**config.mk**
```make
export PLATFORM = sky130hd
export DESIGN_NAME = imperr_pend_ctrl
export DESIGN_NICKNAME = d
export VERILOG_FILES = /design/src/rtl/imperr_pkg.sv /design/src/rtl/imperr_flag.sv /design/src/rtl/imperr_inhibit.sv /design/src/rtl/imperr_prio.sv /design/src/rtl/imperr_pend_ctrl.sv
export SDC_FILE = /design/constraint.sdc
export NUM_CORES = 1
export LEC_CHECK = 0
export BUFFER_PORTS_ARGS = -buffer_cell sky130_fd_sc_hd__buf_2
export CORE_MARGIN = 4
export CORE_UTILIZATION = 27
export DETAILED_ROUTE_END_ITERATION = 16
export GPL_TIMING_DRIVEN = 0
export PLACE_DENSITY = 0.85
export SLEW_MARGIN = 0
export SYNTH_ARGS = -nofsm -noshare
export SYNTH_HDL_FRONTEND = slang
export SYNTH_SLANG_ARGS = --single-unit
export TNS_END_PERCENT = 5
```
**constraint.sdc**
```tcl
create_clock -name clk -period 2.55 [get_ports clk]
set_input_delay 0.51 -clock clk [delete_from_list [all_inputs] [get_ports clk]]
set_output_delay 0.51 -clock clk [all_outputs]
set_load 0.05 [all_outputs]
```
**src/rtl/imperr_pkg.sv**
```systemverilog
package imperr_pkg;
   localparam int unsigned N_SRC      = 4;
   // source index: 0 data bus, 1 instruction bus, 2 cache, 3 machine check
   localparam int unsigned SRC_DBUS   = 0;
   localparam int unsigned SRC_IBUS   = 1;
   localparam int unsigned SRC_CACHE  = 2;
   localparam int unsigned SRC_MCHK   = 3;
   localparam int unsigned BIT_CNTDM  = 25;
   localparam int unsigned BIT_INH    = 20;
   localparam int unsigned SRC_BIT [N_SRC] = '{21, 24, 22, 23};
endpackage

```
**src/rtl/imperr_flag.sv**
```systemverilog
module imperr_flag #(
   parameter bit ENABLE = 1'b1
) (
   input  logic clk,
   input  logic rst_n,
   input  logic set_i,
   input  logic clr_i,
   output logic q_o
);
   logic set_eff;
   assign set_eff = set_i & ENABLE;

   // set wins over clear in the same cycle
   always_ff @(posedge clk or negedge rst_n) begin
      if (!rst_n)       q_o <= 1'b0;
      else if (set_eff) q_o <= 1'b1;
      else if (clr_i)   q_o <= 1'b0;
   end
endmodule

```
**src/rtl/imperr_inhibit.sv**
```systemverilog
module imperr_inhibit (
   input  logic clk,
   input  logic rst_n,
   input  logic entry_i,
   input  logic ret_i,
   input  logic wr_i,
   input  logic wr_val_i,
   output logic q_o
);
   always_ff @(posedge clk or negedge rst_n) begin
      if (!rst_n)       q_o <= 1'b0;
      else if (entry_i) q_o <= 1'b1;
      else if (ret_i)   q_o <= 1'b0;
      else if (wr_i)    q_o <= wr_val_i;
   end
endmodule

```
**src/rtl/imperr_prio.sv**
```systemverilog
module imperr_prio #(
   parameter int unsigned N = 4
) (
   input  logic [N-1:0] req_i,
   output logic [N-1:0] gnt_o
);
   // highest index has highest priority
   always_comb begin
      gnt_o = '0;
      for (int i = 0; i < int'(N); i++) begin
         if (req_i[i]) gnt_o = N'(1) << i;
      end
   end
endmodule

```
**src/rtl/imperr_pend_ctrl.sv**
```systemverilog
module imperr_pend_ctrl
   import imperr_pkg::*;
#(
   parameter int unsigned REG_W    = 32,
   parameter bit          EN_MCHK  = 1'b0,
   parameter bit          EN_CACHE = 1'b0
) (
   input  logic             clk,
   input  logic             rst_n,
   input  logic             ev_ibus,
   input  logic             ev_dbus,
   input  logic             ev_cache,
   input  logic             ev_mchk,
   input  logic             dbg_entry,
   input  logic             dbg_ret,
   input  logic             in_debug,
   input  logic             ack,
   input  logic             wr_en,
   input  logic [REG_W-1:0] wr_data,
   output logic [REG_W-1:0] rd_data,
   output logic [N_SRC-1:0] exc_req
);
   localparam logic [N_SRC-1:0] SRC_EN = {EN_MCHK, EN_CACHE, 1'b1, 1'b1};

   if (REG_W <= BIT_CNTDM) begin : g_bad_width
      $error("imperr_pend_ctrl: REG_W must exceed the highest field bit");
   end

   logic [N_SRC-1:0] ev_vec;
   logic [N_SRC-1:0] flag;
   logic [N_SRC-1:0] live;
   logic             inh;
   logic             unused_wr;

   assign ev_vec    = {ev_mchk, ev_cache, ev_ibus, ev_dbus};
   assign unused_wr = ^wr_data;

   for (genvar s = 0; s < int'(N_SRC); s++) begin : g_src
      logic wr_set;
      logic clr;
      assign wr_set = wr_en & wr_data[SRC_BIT[s]];
      assign clr    = ack & exc_req[s];
      imperr_flag #(.ENABLE(SRC_EN[s])) u_flag (
         .clk   (clk),
         .rst_n (rst_n),
         .set_i (ev_vec[s] | wr_set),
         .clr_i (clr),
         .q_o   (flag[s])
      );
   end

   imperr_inhibit u_inh (
      .clk      (clk),
      .rst_n    (rst_n),
      .entry_i  (dbg_entry),
      .ret_i    (dbg_ret),
      .wr_i     (wr_en & in_debug),
      .wr_val_i (wr_data[BIT_INH]),
      .q_o      (inh)
   );

   assign live = flag & {N_SRC{~inh}};

   imperr_prio #(.N(N_SRC)) u_prio (
      .req_i (live),
      .gnt_o (exc_req)
   );

   always_comb begin
      rd_data            = '0;
      rd_data[BIT_CNTDM] = 1'b1;
      rd_data[BIT_INH]   = inh;
      for (int s = 0; s < int'(N_SRC); s++) rd_data[SRC_BIT[s]] = flag[s];
   end
endmodule

```
==> summary.md <==
| Metric | Value |
|---|---|
| Initial DRC count | 0 |
| TritonCTS clock tree | built |
| Num rows | 13 |
| Leak | 0.416 nW |
| Final WL | 871 um |
| Worst Setup Start Kind | flop |
| Synthesis-to-layout area growth | 56.3% |
| R2R Path Start | u_inh.q_o$_DFFE_PN0P_ |
| DRT Pass-1 Iters | 1 |
| GRT Overall Usage | 0.0740 |
| Ant. Diodes | 0 |
| HP Class | primary input to asynchronous set/reset pin |
| Starting density of the core | 0.304 |
| Root Driver | clkbuf_4 |
| Worst-path clk slew | 0.04 ns |
| Fin crit share | 0.644 |
| Critical path class | flop to primary output |
| Count of input and output buffers | 16 |
| Status | complete, no violations |
| Vias in the first global route | 300 |
| Fmax | 609 MHz |
| DRC | 0 |
| Vias/cell | 3.28 |
| Nets | 142 |
| Avg Cell Area, Syn | 8.48 um2 |
| CP Data Required Time | 2.04 ns |
| Worst clock skew | 0.00317 ns |
| DR WL/cell | 7.71 um |
| Crit. End Element | primary output |
| Setup TNS | 0 ns |
| Global route overflow | 0 |
| Most common cell after layout, fill and taps aside | buf_4 |
| FF-to-FF setup slack | 1.34 ns |
| Fillers | 154 |
| Initial antenna violation count | 0 |
| Largest net degree at the start of global routing | 7 |
| Crit Reg-Reg Endpoint | g_src[0].u_flag.q_o$_DFFE_PN0P_ |
| R2R depth | 2 |
| Commonest cells after routing, fill and taps aside | buf_4, conb_1, buf_2, clkbuf_4, dfrtp_1 |
| ANT nets after route | 0 |
| First-pass GRT wire length | 1100 um |
| # Post-CTS Setup Buffers | 0 |
| Die H | 47.2 um |
| GPL Wtd Cong | 0.691 |
| Final Worst Setup Slack | 0.907 ns |
| DP Worst Slack | 1.14 ns |
| Endpoints failing setup | 0 |
| Core area | 1370 um2 |
| Cts hold-fix bufs | 0 |
| Sequential share of the synthesized area | 0.181 |
| Max-cap violations | 0 |
| # IOs | 79 |
| Power per Cell Area | 480 nW/um2 |
| RSZ-0062 raised after global routing | no |
| Clock buffer depth | 2 |
| Post-layout min period | 1.64 ns |
| Post-synthesis cell count | 49 |
| Post-Syn Area | 415 um2 |
| Util after Layout | 0.475 |
| Crit path max fanout | 6 |
| Count of final hold-check violations | 0 |
| Die ar. | 2230 um2 |
| Synth Warn # | 0 |
| Worst vdd ir | 228 uV |
| Clk Latency, worst-skew pair | 0.23 ns |
| PostCTS Resize Cnt | 0 |
| Layout cells sized above 1 | 0.541 |
| CTS Buf Count | 3 |
| Arrival @ worst endpoint | 1.13 ns |
| Yosys cell types | 12 |
| Die X | 47.2 um |
| H-tree depth | 1 |
| Final Max Slew Viols | 0 |
| Num Clock Sinks | 3 |
| Via count | 371 |
| Flops & latches, synth | 3 |
## cell usage after synthesis
master,instances,share of area
nand2b_1,1,0.015
dfrtp_1,3,0.18
buf_4,34,0.61
and4b_1,1,0.024
nor3b_1,1,0.018
a311o_1,1,0.024
and2b_1,1,0.018
a221o_1,2,0.048
or3b_1,1,0.021
conb_1,2,0.018
nand2_1,1,0.0090
inv_1,1,0.0090
## per-layer routing
| layer | up-vias | global-route usage | wire length, um |
|---|---|---|---|
| li1 | 192 | - | - |
| met1 | 151 | 0.0701 | 261 |
| met2 | 28 | 0.120 | 431 |
| met3 | 0 | 0.0421 | 178 |
| met4 | 0 | 0.0497 | 0 |
| met5 | - | 0 | 0 |
## cell families (layout without fill, tap and decap cells)
family / after synthesis / count (layout) / share of synthesized area
AOI/OAI and AO/OA: 3 / 3 / 0.0723
other: 2 / 31 / 0.0181
and+or+nand+nor: 6 / 6 / 0.105
buffers and inverters: 35 / 55 / 0.623
DFF: 3 / 3 / 0.181
## sequential cells by signal, summed over array words and instances, names as in the netlist
| name | count |
|---|---|
| g_src.u_flag.q_o | 2 |
| u_inh.q_o | 1 |
## cell type report
cell class / count / area [um2] / share of cell area
multi-input combinational: 40 / 190 / 0.293
tap: 15 / 18.8 / 0.0289
inverter: 1 / 3.75 / 0.00578
clock buffer: 4 / 26.3 / 0.0405
sequential: 3 / 75.1 / 0.116
buffer: 34 / 255 / 0.393
timing repair buffer: 16 / 80.1 / 0.123
## critical path: stages, from the launching register on
cell and delay (ns):
dfrtp_1 0.42, nor3b_1 0.20, buf_2 0.29
## power breakdown
group / switching, mW / leakage (nW) / internal, mW
Sequential: 0.00313 / 0.0291 / 0.0501
Combinational: 0.129 / 0.372 / 0.0481
Clock: 0.0233 / 0.0150 / 0.0586
Total: 0.155 / 0.416 / 0.157
## worst max-delay path by stage
stage | startpoint | end | slack, ns | cells after the start
6_report | u_inh.q_o$_DFFE_PN0P_ | exc_req[0] | 0.91 | 2
5_1_grt | u_inh.q_o$_DFFE_PN0P_ | exc_req[0] | 0.82 | 2
4_1_cts | u_inh.q_o$_DFFE_PN0P_ | exc_req[0] | 0.89 | 2
3_5_place_dp | u_inh.q_o$_DFFE_PN0P_ | exc_req[0] | 1.14 | 2
3_3_place_gp | u_inh.q_o$_DFFE_PN0P_ | exc_req[0] | 1.14 | 2
2_1_floorplan | u_inh.q_o$_DFFE_PN0P_ | exc_req[0] | 0.47 | 1
## stage by stage
step	hold slack, ns	area, um2	instances	total power, mW
2_1_floorplan	0.214	524	78	0.213
3_3_place_gp	0.304	623	109	0.227
3_5_place_dp	0.307	623	109	0.228
4_1_cts	0.0599	649	113	0.314
5_1_grt	0.0567	649	113	0.331
6_report	0.0649	649	113	0.312
No activity file was read; power rests on OpenSTA's default activity.
